==> config.mk <==
export PLATFORM = sky130hd
export DESIGN_NAME = irq_entry_seq
export DESIGN_NICKNAME = d
export VERILOG_FILES = /design/src/rtl/irq_entry_pkg.sv /design/src/rtl/ies_fsm.sv /design/src/rtl/ies_datapath.sv /design/src/rtl/irq_entry_seq.sv
export SDC_FILE = /design/constraint.sdc
export NUM_CORES = 1
export LEC_CHECK = 0
export BUFFER_PORTS_ARGS = -buffer_cell sky130_fd_sc_hd__buf_2
export CAP_MARGIN = 30
export CORE_UTILIZATION = 45
export CTS_CLUSTER_DIAMETER = 150
export DETAILED_ROUTE_END_ITERATION = 10
export GPL_TIMING_DRIVEN = 0
export PLACE_DENSITY = 0.82
export SKIP_LAST_GASP = 1
export SYNTH_ARGS = -nofsm -noshare
export SYNTH_HDL_FRONTEND = slang
export SYNTH_HIERARCHICAL = 1
export SYNTH_SLANG_ARGS = --single-unit
==> constraint.sdc <==
create_clock -name clk -period 2.9 [get_ports clk]
set_clock_uncertainty 0.15 [all_clocks]
set_input_delay 0.29 -clock clk [delete_from_list [all_inputs] [get_ports clk]]
set_output_delay 0.29 -clock clk [all_outputs]
set_load 0.02 [all_outputs]
==> src/rtl/irq_entry_pkg.sv <==
package irq_entry_pkg;

  typedef enum logic [2:0] {
    S_IDLE     = 3'd0,
    S_PUSH_PC  = 3'd1,
    S_PUSH_CCR = 3'd2,
    S_MASK     = 3'd3,
    S_FETCH    = 3'd4,
    S_DONE     = 3'd5
  } seq_state_e;

endpackage

==> src/rtl/ies_fsm.sv <==
module ies_fsm
  import irq_entry_pkg::*;
(
  input  logic       clk,
  input  logic       rst_n,
  input  logic       req_i,
  input  logic       boundary_i,
  input  logic       mem_rdy_i,
  output seq_state_e state_o,
  output logic       start_o,
  output logic       adv_o,
  output logic       mem_req_o,
  output logic       mem_we_o
);

  seq_state_e state_q, state_d;

  always_comb begin
    start_o   = (state_q == S_IDLE) && req_i && boundary_i;
    mem_req_o = (state_q == S_PUSH_PC) || (state_q == S_PUSH_CCR) || (state_q == S_FETCH);
    mem_we_o  = (state_q == S_PUSH_PC) || (state_q == S_PUSH_CCR);
    adv_o     = mem_req_o && mem_rdy_i;
  end

  always_comb begin
    state_d = state_q;
    unique case (state_q)
      S_IDLE:     if (start_o) state_d = S_PUSH_PC;
      S_PUSH_PC:  if (adv_o)   state_d = S_PUSH_CCR;
      S_PUSH_CCR: if (adv_o)   state_d = S_MASK;
      S_MASK:                  state_d = S_FETCH;
      S_FETCH:    if (adv_o)   state_d = S_DONE;
      S_DONE:                  state_d = S_IDLE;
      default:                 state_d = S_IDLE;
    endcase
  end

  always_ff @(posedge clk or negedge rst_n) begin
    if (!rst_n) state_q <= S_IDLE;
    else        state_q <= state_d;
  end

  assign state_o = state_q;

  // no entry unless the current instruction has ended
  a_r2_wait_boundary: assert property (@(posedge clk) disable iff (!rst_n)
    (state_q == S_IDLE && !boundary_i) |=> (state_q == S_IDLE));

  // the load state lasts one cycle
  a_r7_load_once: assert property (@(posedge clk) disable iff (!rst_n)
    (state_q == S_DONE) |=> (state_q == S_IDLE));

endmodule

==> src/rtl/ies_datapath.sv <==
module ies_datapath
  import irq_entry_pkg::*;
#(
  parameter int WORD_W   = 16,
  parameter int VEC_W    = 6,
  parameter int CCR_W    = 8,
  parameter int MASK_BIT = 7
) (
  input  logic              clk,
  input  logic              rst_n,
  input  seq_state_e        state_i,
  input  logic              start_i,
  input  logic              adv_i,
  input  logic [VEC_W-1:0]  vec_i,
  input  logic [WORD_W-1:0] pc_i,
  input  logic [CCR_W-1:0]  ccr_i,
  input  logic [WORD_W-1:0] sp_i,
  input  logic [WORD_W-1:0] mem_rdata_i,
  output logic [WORD_W-1:0] mem_addr_o,
  output logic [WORD_W-1:0] mem_wdata_o,
  output logic [WORD_W-1:0] sp_o,
  output logic [CCR_W-1:0]  ccr_o,
  output logic [WORD_W-1:0] pc_o,
  output logic [VEC_W-1:0]  ack_vec_o
);

  localparam int STEP  = WORD_W / 8;
  localparam int SHIFT = $clog2(STEP);
  localparam logic [WORD_W-1:0] STEP_W = WORD_W'(STEP);
  localparam logic [CCR_W-1:0]  MASK_V = CCR_W'(1) << MASK_BIT;

  logic [VEC_W-1:0]  vec_q, vec_d;
  logic [WORD_W-1:0] pc_q, pc_d;
  logic [CCR_W-1:0]  ccr_q, ccr_d;
  logic [WORD_W-1:0] sp_q, sp_d;
  logic [WORD_W-1:0] tgt_q, tgt_d;
  logic              push_adv;
  logic [WORD_W-1:0] sp_dec;
  logic [WORD_W-1:0] vec_addr;

  always_comb begin
    push_adv = adv_i && ((state_i == S_PUSH_PC) || (state_i == S_PUSH_CCR));
    sp_dec   = sp_q - STEP_W;
    vec_addr = WORD_W'(vec_q) << SHIFT;

    vec_d = start_i ? vec_i : vec_q;
    pc_d  = start_i ? pc_i  : pc_q;
    ccr_d = start_i ? ccr_i : ccr_q;
    if (start_i)       sp_d = sp_i;
    else if (push_adv) sp_d = sp_dec;
    else               sp_d = sp_q;
    tgt_d = (adv_i && state_i == S_FETCH) ? mem_rdata_i : tgt_q;
  end

  always_ff @(posedge clk or negedge rst_n) begin
    if (!rst_n) begin
      vec_q <= '0;
      pc_q  <= '0;
      ccr_q <= '0;
      sp_q  <= '0;
      tgt_q <= '0;
    end else begin
      vec_q <= vec_d;
      pc_q  <= pc_d;
      ccr_q <= ccr_d;
      sp_q  <= sp_d;
      tgt_q <= tgt_d;
    end
  end

  always_comb begin
    mem_addr_o  = '0;
    mem_wdata_o = '0;
    unique case (state_i)
      S_PUSH_PC: begin
        mem_addr_o  = sp_dec;
        mem_wdata_o = pc_q;
      end
      S_PUSH_CCR: begin
        mem_addr_o  = sp_dec;
        mem_wdata_o = {{(WORD_W-CCR_W){1'b0}}, ccr_q};
      end
      S_FETCH: mem_addr_o = vec_addr;
      default: ;
    endcase
  end

  assign sp_o      = sp_q;
  assign ccr_o     = ccr_q | MASK_V;
  assign pc_o      = tgt_q;
  assign ack_vec_o = vec_q;

  // captured vector only changes at a start
  a_r3_vec_held: assert property (@(posedge clk) disable iff (!rst_n)
    !start_i |=> $stable(vec_q));

  // captured PC and flags only change at a start
  a_r11_ctx_held: assert property (@(posedge clk) disable iff (!rst_n)
    !start_i |=> ($stable(pc_q) && $stable(ccr_q)));

endmodule

==> src/rtl/irq_entry_seq.sv <==
module irq_entry_seq
  import irq_entry_pkg::*;
#(
  parameter int WORD_W   = 16,
  parameter int VEC_W    = 6,
  parameter int CCR_W    = 8,
  parameter int MASK_BIT = 7
) (
  input  logic              clk,
  input  logic              rst_n,
  input  logic              req_i,
  input  logic [VEC_W-1:0]  vec_i,
  input  logic              boundary_i,
  input  logic [WORD_W-1:0] pc_i,
  input  logic [CCR_W-1:0]  ccr_i,
  input  logic [WORD_W-1:0] sp_i,
  output logic              mem_req_o,
  output logic              mem_we_o,
  output logic [WORD_W-1:0] mem_addr_o,
  output logic [WORD_W-1:0] mem_wdata_o,
  input  logic [WORD_W-1:0] mem_rdata_i,
  input  logic              mem_rdy_i,
  output logic              busy_o,
  output logic              sp_we_o,
  output logic [WORD_W-1:0] sp_o,
  output logic              ccr_we_o,
  output logic [CCR_W-1:0]  ccr_o,
  output logic              pc_load_o,
  output logic [WORD_W-1:0] pc_o,
  output logic              ack_o,
  output logic [VEC_W-1:0]  ack_vec_o
);

  seq_state_e state;
  logic       start;
  logic       adv;

  ies_fsm u_fsm (
    .clk        (clk),
    .rst_n      (rst_n),
    .req_i      (req_i),
    .boundary_i (boundary_i),
    .mem_rdy_i  (mem_rdy_i),
    .state_o    (state),
    .start_o    (start),
    .adv_o      (adv),
    .mem_req_o  (mem_req_o),
    .mem_we_o   (mem_we_o)
  );

  ies_datapath #(
    .WORD_W   (WORD_W),
    .VEC_W    (VEC_W),
    .CCR_W    (CCR_W),
    .MASK_BIT (MASK_BIT)
  ) u_dp (
    .clk         (clk),
    .rst_n       (rst_n),
    .state_i     (state),
    .start_i     (start),
    .adv_i       (adv),
    .vec_i       (vec_i),
    .pc_i        (pc_i),
    .ccr_i       (ccr_i),
    .sp_i        (sp_i),
    .mem_rdata_i (mem_rdata_i),
    .mem_addr_o  (mem_addr_o),
    .mem_wdata_o (mem_wdata_o),
    .sp_o        (sp_o),
    .ccr_o       (ccr_o),
    .pc_o        (pc_o),
    .ack_vec_o   (ack_vec_o)
  );

  assign busy_o    = (state != S_IDLE);
  assign sp_we_o   = (state == S_MASK);
  assign ccr_we_o  = (state == S_MASK);
  assign pc_load_o = (state == S_DONE);
  assign ack_o     = (state == S_DONE);

  // a stalled access is held unchanged
  a_r10_stall_hold: assert property (@(posedge clk) disable iff (!rst_n)
    (mem_req_o && !mem_rdy_i) |=> (mem_req_o && $stable(mem_we_o) &&
                                   $stable(mem_addr_o) && $stable(mem_wdata_o)));

  // the written-back flags always carry the mask bit
  a_r5_mask_set: assert property (@(posedge clk) disable iff (!rst_n)
    ccr_we_o |-> ccr_o[MASK_BIT]);

  // acknowledge is a single-cycle pulse
  a_r8_ack_pulse: assert property (@(posedge clk) disable iff (!rst_n)
    ack_o |=> !ack_o);

  // no memory traffic while not busy
  a_r12_idle_quiet: assert property (@(posedge clk) disable iff (!rst_n)
    !busy_o |-> !mem_req_o);

endmodule

Word-level counts from Yosys, hierarchy flattened --
Index checks and enable logic that the tools add are counted.
Cells by class: add/sub/neg operators 1, $mul 0, divide/modulo/power cells 0, order comparisons 0, eq/ne operators 9, shifts and indexed selects 0, multiplexer cells 9, bitwise logic cells 0, reduce and logical (&&, ||, !) cells 12
Operators with widths (count):
- one-hot mux 16 bit (2 select lines) | 2
- two-way mux 16 bit | 2
- subtractor 16 x 2 -> 16 bit, second input constant | 1
- one-hot mux 3 bit (5 select lines) | 1
- two-way mux 3 bit | 4
- != test 2 x 1 -> 1 bit, second input constant | 4
- equality test 3 x 2 -> 1 bit, second input constant | 2
- equality test 3 bit, second input constant | 2
- logical AND 1 bit | 5
- AND reduction 4 bit | 1
- equality test 3 x 1 -> 1 bit, second input constant | 1
- zero test 3 bit | 1
- nonzero test 3 bit | 1
- logical OR 1 bit | 2
- nonzero test 2 bit | 1
- OR reduction 2 bit | 1
Storage, ports and cells: bits in registers 65, bits in latches 0, memory bits (writable) 0, memory bits (read-only) 0, bits of input ports 67, output and inout port bits 85, logic and storage cells 37, memories kept 0

Logic depth before layout (Yosys ltp) --
Gate-level depths: netlist of the first run.
word-level depth 7, mapped depth 9, mapped depth without buffers 7

Cells and area by module --
Netlist of the first run, hierarchy kept.
Modules (own cells, without submodules):
- ies_datapath | times used 1, cells an instance 304, area an instance 3216.8 µm², seq. area each 1551.5 µm²
- ies_fsm | times used 1, cells an instance 23, area an instance 207.7 µm², seq. area each 75.1 µm²
- irq_entry_seq | times used 1, cells an instance 5, area an instance 41.3 µm², seq. area each 0.0 µm²

Worst setup path after synthesis of the first run --
No wires, ideal clock.
path kind flip-flop to flip-flop, from register u_fsm.state_q[1], in the netlist u_fsm/state_o[1], to register u_dp.sp_q[9], in the netlist u_dp/sp_o[9], library setup time 0.082 ns, arrival 2.330 ns, data required time 2.668 ns, setup slack 0.338 ns, cell stages (with the launch flop) 10, path buffers 2, period minus slack after synthesis 2.562 ns, cell sequence dfrtp_1 -> buf_6 -> nand2b_1 -> a21oi_2 -> o21a_1 -> nor2b_1 -> clkbuf_1 -> nand4_4 -> or4_1 -> a31oi_1
Between the ends: word-level cells in the longest chain between the ends 6, elaborated cells on any way between the ends 12, classes of those cells eq/ne: 3; mux: 1; reduce/logical: 8
RTL lines:
- start, declared | RTL line ies_fsm.sv:16 | seq_state_e state_q, state_d;
- start signal, assigned | RTL line ies_fsm.sv:40 | else state_q <= state_d;
- equality test 3 x 1 -> 1 bit / equality test 3 x 2 -> 1 bit (equally long branches)
- logical OR 1 bit (*)
- net mem_we_o | RTL line irq_entry_seq.sv:18 | output logic mem_we_o,
- logical OR 1 bit (*) | RTL line ies_fsm.sv:20 | mem_req_o = (state_q == S_PUSH_PC) || (state_q == S_PUSH_CCR) || (state_q == S_FETCH);
- logical AND 1 bit (*) | RTL line ies_fsm.sv:22 | adv_o = mem_req_o && mem_rdy_i;
- net adv | RTL line irq_entry_seq.sv:36 | logic adv;
- logical AND 1 bit (*) | RTL line ies_datapath.sv:42 | push_adv = adv_i && ((state_i == S_PUSH_PC) || (state_i == S_PUSH_CCR));
- nonzero test 2 bit (no line) (*)
- end signal, assigned | RTL line ies_datapath.sv:66 | sp_q <= sp_d;
- end, declared | RTL line ies_datapath.sv:35 | logic [WORD_W-1:0] sp_q, sp_d;
The timed path passes the listed nets; every way through them passes the cells marked *. A chain may end at the register's enable or synchronous reset.

Worst setup path after layout of the first run --
from register u_dp.sp_q[3], in the netlist u_dp/sp_o[3], to output mem_addr_o[6]
Between the ends: word-level cells in the longest chain between the ends 2
RTL lines:
- subtractor 16 x 2 -> 16 bit | RTL line ies_datapath.sv:43 | sp_dec = sp_q - STEP_W;
- one-hot mux 16 bit (2 select lines) | RTL line ies_datapath.sv:74 | unique case (state_i)
- end, declared | RTL line irq_entry_seq.sv:19 | output logic [WORD_W-1:0] mem_addr_o,
No other way between the ends.

==> results of run 1 <==
-- kinds of logic (layout without fill, tap and decap cells) --
kind of cell	count (synthesis)	after routing	share of synthesized area, %
other	1	1	0.108
adder cells (fa/ha/maj)	1	1	0.361
AO/OA/AOI/OAI	49	49	8.70
AND/OR/NAND/NOR	115	115	18.4
buffers and inverters	36	204	5.49
flip-flops	65	65	46.9
XOR/XNOR	19	19	5.02
multiplexers	46	46	14.9
-- report_power, final --
group	internal (mW)	switching, mW
Combinational	1.29	1.96
Sequential	1.34	0.400
Clock	0.576	0.357
-- timing repair --
item / 4_1_cts / 5_1_grt
hold buffers: 2 / 0
pin swaps: 0 / 0
setup endpoints to repair: 4 / 20
resized for setup: 2 / 7
endpoints found under the hold margin: 66 / 0
-- worst register-to-register path: cells and delay by family, from the launching register on --
kind | cells | cell delay (ns)
AND/OR/NAND/NOR | 4 | 1.09
flip-flops | 1 | 0.52
buffers and inverters | 2 | 0.44
AO/OA/AOI/OAI | 2 | 0.38
-- state kept, by name, indices dropped and copies added (netlist names) --
signal	count
u_dp/ack_vec_o	6
u_dp/ccr_q	8
u_dp/pc_o	16
u_dp/pc_q	16
u_dp/sp_o	16
u_fsm/state_o	3
-- metal layers --
layer	GRT usage [%]	up-vias	wire [um]
met5	0	-	0
met4	5.46	0	36
met3	8.21	4	824
met2	40.8	141	4550
met1	28.1	1467	3710
li1	-	1470	-
-- how the worst max path moves through the flow --
stage,endpoint,cells past startpoint,startpoint
after floorplan,u_dp/sp_o[9],9,u_fsm/state_o[1]
after global placement,u_dp/ccr_q[6],5,u_fsm/state_o[2]
after detailed placement,u_dp/ccr_q[6],5,u_fsm/state_o[2]
after CTS,u_dp/sp_o[14],8,u_fsm/state_o[2]
after global routing,u_dp/sp_o[8],8,u_fsm/state_o[1]
final,mem_addr_o[6],6,u_dp/sp_o[3]
-- placed cells by master, fill, tap and decap left out, drive strengths merged, types with 10 or more instances in the layout --
cell type and n:
and2 10, xor2 13, nor2 34, dfrtp 65, nand2 22, mux2 46
buf 168, o21ai 21, clkbuf 23
-- area by class of cell --
class / instances / area (um^2)
inverter: 5 / 18.8
multi-input combinational: 231 / 1670
timing repair buffer: 152 / 773
sequential: 65 / 1630
fill: 614 / 2700
buffer: 31 / 175
clock inverter: 6 / 115
tap: 99 / 124
clock buffer: 10 / 128
==> impl_metrics.yaml, run 1 <==
run_status:
  outcome: "finished clean"
final_layout:
  areaGrowthSynthToFinish_pct: 33.6
  drive_gt1_share_pct: 48.8
  design_area_mm2: 0.00463
  n_antenna_cell: 0
  postLayoutCoreUtil_pct: 63.2
  layout.nets: 563
  final_cells: 599
cts:
  cts_max_path_buffers: 2
  clock_latency_ns: 0.34
  cts-root-buf: "clkbuf_8"
  post_cts_buffers: 0
  cts_tree: "built"
  numCtsBuffers: 9
  cts_max_level: 3
  clkSinkCount: 65
  path_clk_slew_ns: 0.07
global_routing:
  grt_overflow: 0
  grt_first_pass_wirelength_mm: 15.1
  track_usage_pct: 23.6
  first_global_vias: 3144
  grt_max_degree: 66
  antenna_found_initial: 0
placed_design:
  place_congestion: 0.880
  dp_hpwl_mm: 6.83
  portBuffers: 150
  dpl-instance-area_mm2: 0.00434
  dp_cells: 581
  place_ws_ns: -0.0523
drt:
  vias: 3082
  avgRoutedWirePerCell_um: 15.2
  drtPass1Iterations: 4
  drc: 0
  avgViaCountPerCell: 5.15
  drtIter0Drc: 172
  routed_wl_mm: 9.11
  ant_nets: 0
worst_setup_path:
  max_stage_delay_ns: 0.53
  end_kind: "output port"
  reg2regPathDepth: 8
  r2r-start: "u_fsm/state_o[1]"
  path_cells: "clkbuf_1, nor3_2, nand2_1, a221oi_1, a31o_2, buf_2"
  critPathTopFamily: "simple AND/OR/NAND/NOR gates"
  critPathKind: "register to output port"
  critical_path.slowest_cell: "nor3_2"
  crit_arrival_ns: 2.27
  required_ns: 2.46
  cp-start-kind: "register"
  crit_buf_inv: 2
  reg2reg_slack_ns: 0.24
  timing.rr.end: "u_dp/sp_o[14]"
  cp_max_fo: 7
timing:
  slew_headroom_pct: 45.6
  worstMarginPinSlew_ns: 0.815
  hold_viol_final: 0
  timing.final.max_slew_violations: 0
  tns_ns: 0
  fin_crit_ns: 2.71
  period_share_pct: 93.4
  rsz0062_at_grt: "no"
  whs_ns: 0.0156
  setup_viol: 0
  setup_slack_ns: 0.192
  fmax_mhz: 369
job:
  cap_violations: 0
synth:
  synth_top_area_share_pct: 46.9
  syn-mean-instance-area_um2: 10.4
  synth.top_cells.by_area: "dfrtp_1 47%, mux2_2 15%, nor2_1 3.7%, o21ai_0 3.0%, xor2_1 3.0%"
  yosys_register_bits: 65
  async_flop_share_pct: 100
  yosys_warnings: 6
  synth-main-ff-cell: "dfrtp_1"
  ys_seq_area_share_pct: 46.9
  synthCells: 332
  syn_nets: 400
  yosysTopAreaCell: "dfrtp_1"
  synth_cell_types: 51
  synth-edff-count: 0
  yosysMostFrequentCell: "dfrtp_1"
  synth_commonest_cells: "65 x dfrtp_1, 46 x mux2_2, 34 x nor2_1"
  netlist_area_mm2: 0.00347
pwr:
  fin_total_pwr_mw: 5.92
  p_leak_nw: 2.24
  ir_drop_mv: 0.801
  power_density_mw_per_mm2: 1280
hold_path:
  worstHoldEndpoint: "u_dp/sp_o[1]"
  hold_class: "input port to register"
  hp-start: "sp_i[1]"
  holdPathStages: 3
die:
  rows: 31
  ios: 152
  die_x_um: 89.8
  initial_core_util_pct: 47.3
  die-area_mm2: 0.00806
  core_area_mm2: 0.00733
  die_h_um: 89.8
No activity file was read; power rests on OpenSTA's default activity.
==> run 2, diff against run 1 <==
Settings changed: ABC_AREA set to 1, REMOVE_ABC_BUFFERS set to 1.
==> run 2 against run 1 <==
  * Sequential power down 6%
  * Hold slack worse by 0.0023 ns
  * Area after synthesis about the same
  * Non-clock buffer count down 19
  * Fmax up 4.0%
==> impl_metrics.yaml, run 2 <==
die:
  ios: 152
  die_h_um: 89.7
  die_x_um: 89.7
  rows: 31
  initial_core_util_pct: 47.2
  core_area_mm2: 0.00733
  die-area_mm2: 0.00805
hold_path:
  hold_class: "input port to register"
synth:
  synth.top_cells.by_area: "dfrtp_1 47%, nand2_1 14%, inv_1 6.7%, o21ai_0 6.2%, nand3_1 3.9%"
  yosysTopAreaCell: "dfrtp_1"
  synthCells: 444
  yosys_warnings: 6
  synth-edff-count: 0
  synth_top_area_share_pct: 47.0
  yosys_register_bits: 65
  syn-mean-instance-area_um2: 7.80
  ys_seq_area_share_pct: 47.0
  async_flop_share_pct: 100
  yosysMostFrequentCell: "nand2_1"
  synth_commonest_cells: "128 x nand2_1, 65 x dfrtp_1, 62 x inv_1"
  synth_cell_types: 31
  synth-main-ff-cell: "dfrtp_1"
  netlist_area_mm2: 0.00346
cts:
  cts_hold_buf: 9
  cts_resized: 0
  cts-root-buf: "clkbuf_8"
  numCtsBuffers: 9
  clkSinkCount: 65
  path_clk_slew_ns: 0.08
  cts_max_path_buffers: 2
  cts_max_level: 3
  clock_latency_ns: 0.34
  cts_tree: "built"
  post_cts_buffers: 0
final_layout:
  drive_gt1_share_pct: 31.9
  layout.nets: 664
  areaGrowthSynthToFinish_pct: 31.4
  final_cells: 700
  final_cell_mix: "149 x buf_2, 128 x nand2_1, 65 x dfrtp_1"
  postLayoutCoreUtil_pct: 62.1
  nFillCells: 639
  layout_commonest_cell: "buf_2"
  n_antenna_cell: 0
  design_area_mm2: 0.00455
drt:
  avgRoutedWirePerCell_um: 13.0
  routed_wl_mm: 9.13
  drtIter0Drc: 162
  drc: 0
  ant_nets: 0
  drtPass1Iterations: 5
  vias: 3420
  avgViaCountPerCell: 4.89
global_routing:
  first_global_vias: 3274
  grt_max_degree: 66
  grt_first_pass_wirelength_mm: 14.9
  antenna_found_initial: 0
  grt_overflow: 0
  track_usage_pct: 23.0
job:
  cap_violations: 0
worst_setup_path:
  critPathKind: "register to register"
  cp-start-kind: "register"
  crit_arrival_ns: 2.67
  end_kind: "register"
  cp_max_fo: 18
  required_ns: 2.97
timing:
  rsz0062_at_grt: "no"
  tns_ns: 0
  timing.final.max_slew_violations: 0
  slew_headroom_pct: 39.0
  whs_ns: 0.0134
  period_share_pct: 89.8
  setup_viol: 0
  setup_slack_ns: 0.296
  worstMarginPinSlew_ns: 0.910
  hold_viol_final: 0
  fmax_mhz: 384
  fin_crit_ns: 2.60
placed_design:
  dp_cells: 674
  dp_hpwl_mm: 6.75
  portBuffers: 150
  place_ws_ns: 0.293
  dpl-instance-area_mm2: 0.00425
  place_congestion: 0.871
run_status:
  outcome: "finished clean"
pwr:
  fin_total_pwr_mw: 5.46
  ir_drop_mv: 0.642
  power_density_mw_per_mm2: 1200
  p_leak_nw: 2.53
## run 2: cell families (layout without fill, tap and decap cells)
group | Yosys count | after routing | synth area share [%]
AOI/OAI and AO/OA | 65 | 65 | 9.90
xor gates and xnor gates | 2 | 2 | 0.506
adders and majority gates | 1 | 1 | 0.361
buffers and inverters | 90 | 247 | 11.4
DFF | 65 | 65 | 47.0
muxes | 16 | 16 | 5.20
other | 1 | 1 | 0.108
and+or+nand+nor | 204 | 204 | 25.5
## run 2: worst max-delay path, cell delays in order, from the launching register on
cell and delay, ns:
dfrtp_1 0.54, nor2_2 0.27, inv_2 0.08, nor3_2 0.69, buf_6 0.27, buf_6 0.19, a21oi_2 0.10, nand2_1 0.10
nand3_1 0.08
## run 2: layout make-up
type                    instances  area, um^2  area share, %
flip-flops and latches         65        1630           35.8
multi-input cells             289        1450           31.8
repair buffers                164         898           19.7
inverters                      67         251           5.53
clock buffers                  10         138           3.03
well taps                      99         124           2.72
clock inverters                 6        65.1           1.43
## run 2: final timing paths
| check | depth (start not counted) | slack, ns | end | from |
|---|---|---|---|---|
| max | 8 | 0.30 | u_dp/sp_o[5] | u_fsm/state_o[0] |
| min | 2 | 0.01 | u_dp/pc_o[5] | mem_rdata_i[5] |
| max reg2reg | 8 | 0.30 | u_dp/sp_o[5] | u_fsm/state_o[0] |
| min reg2reg | 1 | 0.34 | u_dp/pc_o[7] | u_dp/pc_o[7] |
| max in group asynchronous | 2 | 1.63 | u_fsm/state_o[1] | rst_n |
| min in group asynchronous | 2 | 0.42 | u_dp/sp_o[13] | rst_n |
## run 2: power by group
part           internal, mW  switching [mW]  total (mW)
Sequential             1.32           0.319        1.64
Clock                 0.422           0.363       0.785
Combinational         0.970            2.06        3.03
## run 2: metal layers
layer / global-route usage, % / share of wire, %
met4: 7.92 / 1.6
met1: 28.3 / 44
met5: 0 / 0
met2: 40.2 / 49
met3: 4.48 / 5.5
